[src/rtl/ts_pkg.sv]
// Shared types and helpers for the copy-based scheduler.
// Assumes a fixed set of five slots in a fixed class order.
package ts_pkg;

    typedef enum logic [1:0] {
        CLS_ALU = 2'd0,
        CLS_LD  = 2'd1,
        CLS_ST  = 2'd2,
        CLS_FP  = 2'd3
    } fu_class_e;

    localparam int NUM_RS = 5;
    localparam int TAG_W  = 3;

    // Class of slot index idx (tag = idx + 1).
    function automatic fu_class_e rs_class(input int idx);
        case (idx)
            0:       return CLS_ALU;
            1:       return CLS_LD;
            2:       return CLS_ST;
            default: return CLS_FP;
        endcase
    endfunction

    // Execution latency for a class.
    function automatic int rs_latency(input fu_class_e c, input int alu_lat,
                                      input int ld_lat, input int fp_lat);
        case (c)
            CLS_LD:  return ld_lat;
            CLS_FP:  return fp_lat;
            default: return alu_lat;
        endcase
    endfunction

endpackage

[src/rtl/ts_regmap.sv]
// Register file plus producer-tag table.
// Three combinational read ports; one rename and one writeback per cycle.
// Assumes rename wins over a clear of the same entry in one cycle.
module ts_regmap
    import ts_pkg::*;
#(
    parameter int DW   = 16,
    parameter int NREG = 8,
    localparam int RW  = $clog2(NREG)
) (
    input  logic             clk,
    input  logic             rst_n,
    input  logic [RW-1:0]    rd_a_addr,
    output logic [DW-1:0]    rd_a_val,
    output logic [TAG_W-1:0] rd_a_tag,
    input  logic [RW-1:0]    rd_b_addr,
    output logic [DW-1:0]    rd_b_val,
    output logic [TAG_W-1:0] rd_b_tag,
    input  logic [RW-1:0]    rd_c_addr,
    output logic [DW-1:0]    rd_c_val,
    output logic [TAG_W-1:0] rd_c_tag,
    input  logic             ren_en,
    input  logic [RW-1:0]    ren_reg,
    input  logic [TAG_W-1:0] ren_tag,
    input  logic             wb_en,
    input  logic [RW-1:0]    wb_reg,
    input  logic [TAG_W-1:0] wb_tag,
    input  logic [DW-1:0]    wb_val
);

    logic [DW-1:0]    rf_q  [NREG];
    logic [TAG_W-1:0] map_q [NREG];

    // Read ports.
    assign rd_a_val = rf_q[rd_a_addr];
    assign rd_a_tag = map_q[rd_a_addr];
    assign rd_b_val = rf_q[rd_b_addr];
    assign rd_b_tag = map_q[rd_b_addr];
    assign rd_c_val = rf_q[rd_c_addr];
    assign rd_c_tag = map_q[rd_c_addr];

    // Reset to i+1, then rename and conditional writeback per entry.
    always_ff @(posedge clk) begin
        for (int i = 0; i < NREG; i++) begin
            if (!rst_n) begin
                rf_q[i]  <= DW'(i + 1);
                map_q[i] <= '0;
            end else begin
                if (wb_en && wb_reg == RW'(i) && map_q[i] == wb_tag)
                    rf_q[i] <= wb_val;
                if (ren_en && ren_reg == RW'(i))
                    map_q[i] <= ren_tag;
                else if (wb_en && wb_reg == RW'(i) && map_q[i] == wb_tag)
                    map_q[i] <= '0;
            end
        end
    end

endmodule

[src/rtl/ts_station.sv]
// One operation slot with its fixed-latency execution stub.
// Holds op, destination, two tags and two copied values; snoops the bus,
// starts when both tags are clear, holds its result until released.
// Assumes the bus never carries tag 0.
module ts_station
    import ts_pkg::*;
#(
    parameter int        DW   = 16,
    parameter int        RW   = 3,
    parameter fu_class_e KIND = CLS_ALU,
    parameter int        LAT  = 1
) (
    input  logic             clk,
    input  logic             rst_n,
    input  logic             alloc,
    input  logic             alloc_op,
    input  logic [RW-1:0]    alloc_dst,
    input  logic [TAG_W-1:0] alloc_t1,
    input  logic [DW-1:0]    alloc_v1,
    input  logic [TAG_W-1:0] alloc_t2,
    input  logic [DW-1:0]    alloc_v2,
    input  logic             cdb_valid,
    input  logic [TAG_W-1:0] cdb_tag,
    input  logic [DW-1:0]    cdb_value,
    input  logic             grant,
    output logic             busy,
    output logic             req,
    output logic             release_now,
    output logic [DW-1:0]    result,
    output logic [RW-1:0]    dst
);

    localparam int  CW    = $clog2(LAT + 1);
    localparam bit  IS_ST = (KIND == CLS_ST);

    logic             busy_q, issued_q, done_q, op_q;
    logic [CW-1:0]    cnt_q;
    logic [TAG_W-1:0] t1_q, t2_q;
    logic [DW-1:0]    v1_q, v2_q, res_q;
    logic [RW-1:0]    dst_q;
    logic             hit1, hit2, go;

    // Execution stub for this slot's class.
    function automatic logic [DW-1:0] compute(input logic op, input logic [DW-1:0] a,
                                              input logic [DW-1:0] b);
        case (KIND)
            CLS_ALU: return op ? a - b : a + b;
            CLS_LD:  return (a + b) ^ {(DW/2){2'b10}};
            CLS_FP:  return op ? a + b : DW'(a * b);
            default: return a;
        endcase
    endfunction

    // Bus matches and start condition.
    assign hit1 = cdb_valid && t1_q != '0 && t1_q == cdb_tag;
    assign hit2 = cdb_valid && t2_q != '0 && t2_q == cdb_tag;
    assign go   = busy_q && !issued_q && (t1_q == '0 || hit1) && (t2_q == '0 || hit2);

    assign busy        = busy_q;
    assign req         = busy_q && done_q && !IS_ST;
    assign release_now = busy_q && done_q && (IS_ST || grant);
    assign result      = res_q;
    assign dst         = dst_q;

    // Slot lifecycle: allocate, capture, start, count down, release.
    always_ff @(posedge clk) begin
        if (!rst_n) begin
            busy_q   <= 1'b0;
            issued_q <= 1'b0;
            done_q   <= 1'b0;
            op_q     <= 1'b0;
            cnt_q    <= '0;
            t1_q     <= '0;
            t2_q     <= '0;
            v1_q     <= '0;
            v2_q     <= '0;
            res_q    <= '0;
            dst_q    <= '0;
        end else if (alloc) begin
            busy_q   <= 1'b1;
            issued_q <= 1'b0;
            done_q   <= 1'b0;
            op_q     <= alloc_op;
            dst_q    <= alloc_dst;
            t1_q     <= alloc_t1;
            v1_q     <= alloc_v1;
            t2_q     <= alloc_t2;
            v2_q     <= alloc_v2;
        end else if (release_now) begin
            busy_q   <= 1'b0;
            issued_q <= 1'b0;
            done_q   <= 1'b0;
        end else if (busy_q) begin
            if (hit1) begin
                t1_q <= '0;
                v1_q <= cdb_value;
            end
            if (hit2) begin
                t2_q <= '0;
                v2_q <= cdb_value;
            end
            if (go) begin
                issued_q <= 1'b1;
                cnt_q    <= CW'(LAT);
            end else if (issued_q && !done_q) begin
                if (cnt_q == CW'(1)) begin
                    done_q <= 1'b1;
                    res_q  <= compute(op_q, v1_q, v2_q);
                end else begin
                    cnt_q <= cnt_q - CW'(1);
                end
            end
        end
    end

endmodule

[src/rtl/ts_fixed_arb.sv]
// Fixed-priority arbiter: lowest index wins. Purely combinational.
module ts_fixed_arb #(
    parameter int N = 5
) (
    input  logic [N-1:0] req,
    output logic [N-1:0] grant
);

    // Pick the lowest requesting index.
    always_comb begin
        logic found;
        found = 1'b0;
        grant = '0;
        for (int i = 0; i < N; i++) begin
            if (req[i] && !found) begin
                grant[i] = 1'b1;
                found    = 1'b1;
            end
        end
    end

endmodule

[src/rtl/tomasulo_sched.sv]
// Copy-based out-of-order scheduler top: dispatch, five slots, bus, regfile.
// Assumes in-order single dispatch per cycle; a dropped dispatch is retried
// by the source.
module tomasulo_sched
    import ts_pkg::*;
#(
    parameter int DW      = 16,
    parameter int NREG    = 8,
    parameter int ALU_LAT = 1,
    parameter int LD_LAT  = 2,
    parameter int FP_LAT  = 3,
    localparam int RW     = $clog2(NREG)
) (
    input  logic             clk,
    input  logic             rst_n,
    input  logic             disp_valid,
    input  logic [1:0]       disp_class,
    input  logic             disp_op,
    input  logic [RW-1:0]    disp_dst,
    input  logic [RW-1:0]    disp_src1,
    input  logic [RW-1:0]    disp_src2,
    output logic [3:0]       fu_free,
    output logic             cdb_valid,
    output logic [TAG_W-1:0] cdb_tag,
    output logic [DW-1:0]    cdb_value,
    input  logic [RW-1:0]    peek_addr,
    output logic [DW-1:0]    peek_value,
    output logic [TAG_W-1:0] peek_tag
);

    logic [NUM_RS-1:0] rs_busy, rs_req, rs_rel, rs_grant, rs_alloc, avail;
    logic [DW-1:0]     rs_res [NUM_RS];
    logic [RW-1:0]     rs_dst [NUM_RS];
    logic [RW-1:0]     cdb_dst;
    logic [DW-1:0]     m1_val, m2_val, s1_val, s2_val;
    logic [TAG_W-1:0]  m1_tag, m2_tag, s1_tag, s2_tag;
    logic              accept;
    int                sel;

    // Slot availability per class, counting slots released this cycle.
    assign avail   = ~rs_busy | rs_rel;
    assign fu_free = {avail[3] | avail[4], avail[2], avail[1], avail[0]};
    assign accept  = disp_valid && fu_free[disp_class];

    // Slot selection: fixed per class, lowest free floating-point slot.
    always_comb begin
        case (fu_class_e'(disp_class))
            CLS_ALU: sel = 0;
            CLS_LD:  sel = 1;
            CLS_ST:  sel = 2;
            default: sel = avail[3] ? 3 : 4;
        endcase
        for (int i = 0; i < NUM_RS; i++)
            rs_alloc[i] = accept && sel == i;
    end

    // Source operands: tag or value, taking a same-cycle broadcast.
    always_comb begin
        s1_tag = m1_tag;
        s1_val = m1_val;
        if (m1_tag != '0) begin
            s1_val = '0;
            if (cdb_valid && cdb_tag == m1_tag) begin
                s1_tag = '0;
                s1_val = cdb_value;
            end
        end
        s2_tag = m2_tag;
        s2_val = m2_val;
        if (m2_tag != '0) begin
            s2_val = '0;
            if (cdb_valid && cdb_tag == m2_tag) begin
                s2_tag = '0;
                s2_val = cdb_value;
            end
        end
    end

    ts_regmap #(.DW(DW), .NREG(NREG)) u_regmap (
        .clk       (clk),
        .rst_n     (rst_n),
        .rd_a_addr (disp_src1),
        .rd_a_val  (m1_val),
        .rd_a_tag  (m1_tag),
        .rd_b_addr (disp_src2),
        .rd_b_val  (m2_val),
        .rd_b_tag  (m2_tag),
        .rd_c_addr (peek_addr),
        .rd_c_val  (peek_value),
        .rd_c_tag  (peek_tag),
        .ren_en    (accept && fu_class_e'(disp_class) != CLS_ST),
        .ren_reg   (disp_dst),
        .ren_tag   (TAG_W'(sel + 1)),
        .wb_en     (cdb_valid),
        .wb_reg    (cdb_dst),
        .wb_tag    (cdb_tag),
        .wb_val    (cdb_value)
    );

    for (genvar g = 0; g < NUM_RS; g++) begin : g_rs
        localparam fu_class_e K = rs_class(g);
        ts_station #(
            .DW   (DW),
            .RW   (RW),
            .KIND (K),
            .LAT  (rs_latency(K, ALU_LAT, LD_LAT, FP_LAT))
        ) u_rs (
            .clk         (clk),
            .rst_n       (rst_n),
            .alloc       (rs_alloc[g]),
            .alloc_op    (disp_op),
            .alloc_dst   (disp_dst),
            .alloc_t1    (s1_tag),
            .alloc_v1    (s1_val),
            .alloc_t2    (s2_tag),
            .alloc_v2    (s2_val),
            .cdb_valid   (cdb_valid),
            .cdb_tag     (cdb_tag),
            .cdb_value   (cdb_value),
            .grant       (rs_grant[g]),
            .busy        (rs_busy[g]),
            .req         (rs_req[g]),
            .release_now (rs_rel[g]),
            .result      (rs_res[g]),
            .dst         (rs_dst[g])
        );
    end

    ts_fixed_arb #(.N(NUM_RS)) u_arb (
        .req   (rs_req),
        .grant (rs_grant)
    );

    // Result bus mux from the granted slot.
    always_comb begin
        cdb_valid = |rs_grant;
        cdb_tag   = '0;
        cdb_value = '0;
        cdb_dst   = '0;
        for (int i = 0; i < NUM_RS; i++) begin
            if (rs_grant[i]) begin
                cdb_tag   = TAG_W'(i + 1);
                cdb_value = rs_res[i];
                cdb_dst   = rs_dst[i];
            end
        end
    end

endmodule

[config.mk]
export PLATFORM = sky130hd
export DESIGN_NAME = tomasulo_sched
export DESIGN_NICKNAME = d
export VERILOG_FILES = /design/src/rtl/ts_pkg.sv /design/src/rtl/ts_regmap.sv /design/src/rtl/ts_station.sv /design/src/rtl/ts_fixed_arb.sv /design/src/rtl/tomasulo_sched.sv
export SDC_FILE = /design/constraint.sdc
export NUM_CORES = 2
export LEC_CHECK = 0
export BUFFER_PORTS_ARGS = -buffer_cell sky130_fd_sc_hd__buf_2
export CORE_MARGIN = 4
export CORE_UTILIZATION = 45
export CTS_CLUSTER_DIAMETER = 200
export DETAILED_ROUTE_END_ITERATION = 8
export PLACE_DENSITY_LB_ADDON = 0.25
export SYNTH_ARGS = -nofsm -noshare
export SYNTH_HDL_FRONTEND = slang
export SYNTH_SLANG_ARGS = --single-unit
[constraint.sdc]
create_clock -name clk -period 6.4 [get_ports clk]
set_input_delay 1.28 -clock clk [delete_from_list [all_inputs] [get_ports clk]]
set_output_delay 1.28 -clock clk [all_outputs]
set_load 0.05 [all_outputs]
======== Yosys cells after proc, flatten, opt, wreduce, memory -nomap -nowiden ========
Memory sizes are Yosys's and may differ from the RTL's.
Index checks and enable logic that the tools add are counted.
storage, ports and cells
  flip-flop bits (word level) ............. 260
  RAM bits ................................ 152
  output and inout port bits .............. 43
  logic and storage cells ................. 582
  memories kept ........................... 2
memories
  memory          words  width  rd ports  clocked after Yosys merged registers in  write ports  RTL line         text
  u_regmap.rf_q   8      16     3         0                                        8            ts_regmap.sv:31  logic [DW-1:0] rf_q [NREG];
  u_regmap.map_q  8      3      11        0                                        8            ts_regmap.sv:32  logic [TAG_W-1:0] map_q [NREG];
cells by class
  add/subtract/negate cells ............... 11
  multipliers ............................. 2
  $lt $le $gt $ge ......................... 1
  equal/unequal tests ..................... 52
  mux-type cells .......................... 227
  bitwise gates (word level) .............. 44
  reductions and logical operators ........ 194
operator list
  cell                                                  count
  two-way mux 16 bit                                    51
  two-way mux 3 bit                                     68
  two-way mux 1 bit                                     97
  logical AND 1 bit                                     85
  adder 16 bit                                          4
  equality test 32 x 3 -> 1 bit, second input constant  2
  equality test 3 bit                                   20
  nonzero test 2 bit                                    25
  logical NOT 3 bit                                     12
  nonzero test 3 bit                                    12
  equality test 32 x 2 -> 1 bit, second input constant  1
  equality test 32 x 4 -> 1 bit, second input constant  1
  logical NOT 32 bit                                    1
  multiplier 16 x 16 -> 16 bit                          2
  AND reduction 3 bit                                   10
  AND reduction 4 bit                                   7
  OR 1 bit                                              25
  equality test 3 bit, second input constant            8
  AND reduction 6 bit                                   4
  two-way mux 2 bit                                     9
  != test 2 x 1 -> 1 bit, second input constant         8
  inverter 1 bit                                        16
  subtractor 16 bit                                     1
  AND reduction 5 bit                                   3
  20 further kinds                                      59

======== Depth between registers and ports, before layout ========
  depth after elaboration ................. 24
  mapped depth ............................ 22
  mapped depth without buffers ............ 21

======== Modules after synthesis ========
Synthesis repeated with hierarchy kept, for this count alone.
unflattened totals
  cells, all modules ...................... 3,809
  area total of the unflattened synthesis .. 36,112.1 µm²
by module, submodules not included
  module                     instances  cells each  area each (µm²)  seq. area each (µm²)
  ts_regmap                  1          622         9,247.6          4,564.4
  ts_station (g_rs[4].u_rs)  1          895         7,447.1          1,261.2
  ts_station (g_rs[3].u_rs)  1          893         7,397.1          1,261.2
  ts_station (g_rs[0].u_rs)  1          436         3,903.7          1,241.2
  ts_station (g_rs[1].u_rs)  1          379         3,467.1          1,241.2
  tomasulo_sched             1          374         2,503.7          0.0
  ts_station (g_rs[2].u_rs)  1          204         2,090.8          900.9
  ts_fixed_arb               1          6           55.1             0.0

======== Least setup slack after synthesis ========
Ideal clock, no wire load.
  kind .................................... register -> register
  start ................................... reg g_rs[4].u_rs.v2_q[1]
  end ..................................... reg g_rs[4].u_rs.res_q[15]
  library setup time ...................... 0.092 ns
  data arrival time ....................... 5.261 ns
  required time ........................... 6.308 ns
  setup slack ............................. 1.047 ns
  stages on the path, launching flop included .. 19
  buffers on the path ..................... 1
  cells stage by stage .................... dfxtp_1 > clkbuf_1 > nand2_1 > fa_1 > fa_1 > fa_1 > fa_1 > inv_1 > fa_1 > inv_1 > fa_1 > inv_1 > ha_1 > and3_1 > a211oi_1 > o21ai_0 > xnor2_1 > o31a_1 > o32ai_1
on the way
  longest elaborated chain between the ends .. 2
  elaborated cells between the ends (all ways) .. 3
RTL lines
  item                                                          RTL line           text
  start, declared                                               ts_station.sv:39   logic [DW-1:0] v1_q, v2_q, res_q;
  start signal, assigned                                        ts_station.sv:88   v2_q <= alloc_v2;
  start signal, assigned                                        ts_station.sv:100  v2_q <= cdb_value;
  multiplier 16 x 16 -> 16 bit or adder 16 bit (tied branches)  ts_station.sv:49   CLS_FP: return op ? a + b : DW'(a * b);
  two-way mux 16 bit *                                          ts_station.sv:49
  end signal, assigned                                          ts_station.sv:108  res_q <= compute(op_q, v1_q, v2_q);
  end, declared                                                 ts_station.sv:39
Mark *: on every way between the ends. The rest lies on a longest branch, timed or not.
A chain may end at the register's enable or synchronous reset.

======== Worst setup path in the final report ========
  start ................................... reg g_rs[4].u_rs.v2_q[5]
  end ..................................... reg g_rs[4].u_rs.res_q[15]
The elaborated chain is that of the path after synthesis.

==> impl_metrics.csv <==
group,metric,value,unit
status,outcome,"finished clean",
finish,fin_area,35100,um^2
global_route,grt_max_degree,195,
finish,final_common_cell,"nand2_1",
setup_path,r2r_cells,19,
timing,slew_headroom,0.233,
global_route,grt_first_pass_wirelength,159000,um
yosys,synth_flop_cell,"dfxtp_1",
timing,period_minus_slack,5.99,ns
timing,tightest_slew,1.15,ns
hold_path,worst_hold_path_type,"reg -> reg",
pwr,irDropWorstVdd,0.000213,V
detailed_routing,via_per_inst,5.98,
yosys,ys_seq_elements,412,
timing,max_clock_freq,0.167,GHz
timing,setup_tns,0,ns
die,dieArea,76700,um^2
finish,final_cell_mix,"nand2_1, nor2_1, inv_1",
yosys,synth_nets,3854,
clock_tree,postCtsHoldBufs,0,
finish,nets,3795,
place,place_congestion,0.906,
setup_path,path_buf_inv,3,
setup_path,r2r_slack,0.41,ns
yosys,syn_area_per_cell,9.29,um^2
die,rows,98,
die,start_util,0.454,
hold_path,hold_end,"g_rs[0].u_rs.result[8]",
setup_path,crit_fanout,13,
global_route,grt_use_met1,0.357,
detailed_routing,drt-total-wl,103000,um
clock_tree,clk_pin_slew_worst_paths,0.06,ns
finish,drive_above_1_share,0.112,
place,dp_hpwl,73600,um
setup_path,worstSetupStartpointType,"flop",
clock_tree,cts_tree,"done",
yosys,async_flop_share,0,
clock_tree,cts_max_level,2,
die,die_w,277,um
global_route,busiest_layer,"met2",
setup_path,crit_arrival,6.49,ns
global_route,grt_overflow,0,
timing,finalCritPeriodShare,0.937,
pwr,p_per_area,181,nW/um^2
hold_path,holdPathStages,2,
setup_path,path_delay_family,"adder cells",
timing,hold_violations,0,
yosys,syn_area,32500,um^2
setup_path,cp-startpoint,"g_rs[4].u_rs.v2_q[5]",
hold_path,min_from,"g_rs[0].u_rs.result[8]",
clock_tree,clk_latency,0.61,ns
setup_path,critPathSlowestCell,"dfxtp_1",
die,boundaryPins,61,
setup_path,end_kind,"flop",
detailed_routing,num_vias,26500,
timing,finalSetupViolCount,0,
clock_tree,post_cts_buffers,0,
setup_path,required,6.90,ns
yosys,synth.yosys.seq_area_share,0.300,
place,numPortBuffers,60,
clock_tree,ctsLongestPathBuffers,3,
global_route,grt_pass1_vias,26000,
setup_path,worst_path_largest_cell_delay,0.59,ns
global_route,grt_use_total,0.265,
yosys,synth_warnings,0,
global_route,grt_use_met2,0.436,
detailed_routing,remaining_drc_errors,0,
timing,skew,0.0365,ns
setup_path,r2r-start,"g_rs[4].u_rs.v2_q[5]",
setup_path,path_class,"reg -> reg",
global_route,antenna_found_initial,10,
detailed_routing,drt-pass1-iter-count,8,
clock_tree,clock-root-buffer,"clkbuf_16",
timing,rsz0062_at_grt,"false",
die,die_h,277,um
finish,syn2layout_area_growth,7.94,%
die,core-area,71600,um^2
pwr,leakagePower,13.4,nW
setup_path,crit_chain,"ha_1 > xnor2_1 > ha_1 > a31oi_1 > fa_1 > fa_1 > fa_1 > inv_1 > fa_1 > inv_1 > fa_1 > inv_1 > ha_1 > and3_1 > a211oi_1 > o21ai_0 > xnor2_1 > o31a_1 > o32ai_1",
yosys,synth_edf_count,152,
detailed_routing,wl_per_cell,23.3,um
timing,slew_viol_final,0,
setup_path,crit_path_frequent_cell,"fa_1",
global_route,use_met3,0.0377,
clock_tree,cts_resized,0,
clock_tree,clock-sinks,412,
yosys,syn_inst,3502,
job,maxCapViolations,0,
yosys,synth_cell_types,88,
place,placed_area,33600,um^2
detailed_routing,drtIter0Drc,2671,
detailed_routing,postRouteAntennaNets,0,
clock_tree,cts_buffers,45,
setup_path,r2r_end,"g_rs[4].u_rs.result[15]",
-- worst max-delay path by stage --
stage | endpoint | slack [ns] | cells after the start
5_1_grt | g_rs[4].u_rs.result[15] | 0.07 | 19
3_3_place_gp | g_rs[4].u_rs.result[15] | 0.47 | 19
6_report | g_rs[4].u_rs.result[15] | 0.41 | 19
4_1_cts | g_rs[4].u_rs.result[15] | 0.38 | 19
2_1_floorplan | g_rs[4].u_rs.result[15] | 1.05 | 18
3_5_place_dp | g_rs[4].u_rs.result[15] | 0.39 | 19
-- through the flow --
step / cells / hold WS (ns) / utilization / power [W] / worst slack (ns)
finish: 4442 / 0.455 / 0.490 / 0.00634 / 0.406
global route: 4429 / 0.465 / 0.490 / 0.00652 / 0.0654
CTS: 4429 / 0.452 / 0.490 / 0.00634 / 0.377
detailed placement: 4346 / 0.445 / 0.470 / 0.00373 / 0.388
global placement: 4346 / 0.440 / 0.470 / 0.00373 / 0.470
floorplan: 3502 / 0.429 / - / 0.00347 / 1.05
-- metal layers --
metal / vias up / wire length [um]
li1: 12100 / -
met5: - / 50
met2: 1183 / 48600
met4: 8 / 3910
met1: 13000 / 42200
met3: 229 / 8730
-- registers in the layout, indices dropped and copies added (netlist names) --
| signal | cells |
|---|---|
| g_rs.u_rs.t1_q | 15 |
| g_rs.u_rs.op_q | 3 |
| g_rs.u_rs.result | 64 |
| g_rs.u_rs.dst | 12 |
| g_rs.u_rs.v2_q | 64 |
| u_regmap.map_q | 24 |
| g_rs.u_rs.busy | 5 |
| g_rs.u_rs.v1_q | 64 |
| g_rs.u_rs.done_q | 5 |
| g_rs.u_rs.cnt_q | 8 |
| u_regmap.rf_q | 128 |
| g_rs.u_rs.issued_q | 5 |
| g_rs.u_rs.t2_q | 15 |
-- worst register-to-register path: stages (launching register included) --
cell and delay (ns):
dfxtp_1 0.59, ha_1 0.30, xnor2_1 0.10, ha_1 0.20, a31oi_1 0.22, fa_1 0.48, fa_1 0.51, fa_1 0.55
inv_1 0.05, fa_1 0.48, inv_1 0.05, fa_1 0.48, inv_1 0.05, ha_1 0.35, and3_1 0.18, a211oi_1 0.54
o21ai_0 0.25, xnor2_1 0.18, o31a_1 0.25, o32ai_1 0.12
-- cell usage after synthesis (20+ instances only) --
master / n / share of area
ha_1: 172 / 0.066
edfxtp_1: 152 / 0.14
a21oi_1: 237 / 0.036
fa_1: 162 / 0.10
o21ai_0: 79 / 0.012
nor2_1: 285 / 0.033
nand2_1: 390 / 0.045
o22a_1: 36 / 0.0097
buf_2: 45 / 0.0069
clkbuf_1: 175 / 0.020
mux4_2: 114 / 0.079
a211oi_1: 40 / 0.0092
mux2i_1: 57 / 0.018
xnor2_1: 132 / 0.036
mux2_2: 20 / 0.0069
nor3_1: 64 / 0.0098
dfxtp_1: 260 / 0.16
and2_1: 144 / 0.028
xor2_1: 29 / 0.0078
inv_1: 282 / 0.033
o211ai_1: 133 / 0.031
nand3_1: 31 / 0.0048
nand2b_1: 136 / 0.026
-- kinds of logic (layout without fill, tap and decap cells) --
kind of cell	Yosys count	count (layout)	synth area share
multiplexers	192	192	0.104
XOR/XNOR	163	163	0.0447
flip-flops	412	412	0.300
other	0	13	0
AND/OR/NAND/NOR	1149	1149	0.168
buffers and inverters	523	500	0.0634
adder cells (fa/ha/maj)	334	334	0.166
AO/OA/AOI/OAI	729	729	0.154
-- power by group --
| group | leakage [nW] | total, W | switching (W) | internal [W] |
|---|---|---|---|---|
| sequential | 3.62 | 0.00285 | 0.0000688 | 0.00278 |
| combinational | 9.05 | 0.000847 | 0.000524 | 0.000323 |
| clock | 0.708 | 0.00264 | 0.00113 | 0.00151 |
| total | 13.4 | 0.00634 | 0.00173 | 0.00461 |
-- area by class of cell --
type	instances	area, um^2
antenna	13	32.5
timing repair buffer	131	846
multi-input combinational	2567	20700
fill	6834	36500
inverter	286	1080
clock inverter	17	213
tap	950	1190
sequential	412	9770
clock buffer	66	1240
Power figures use the tool's default switching activity.
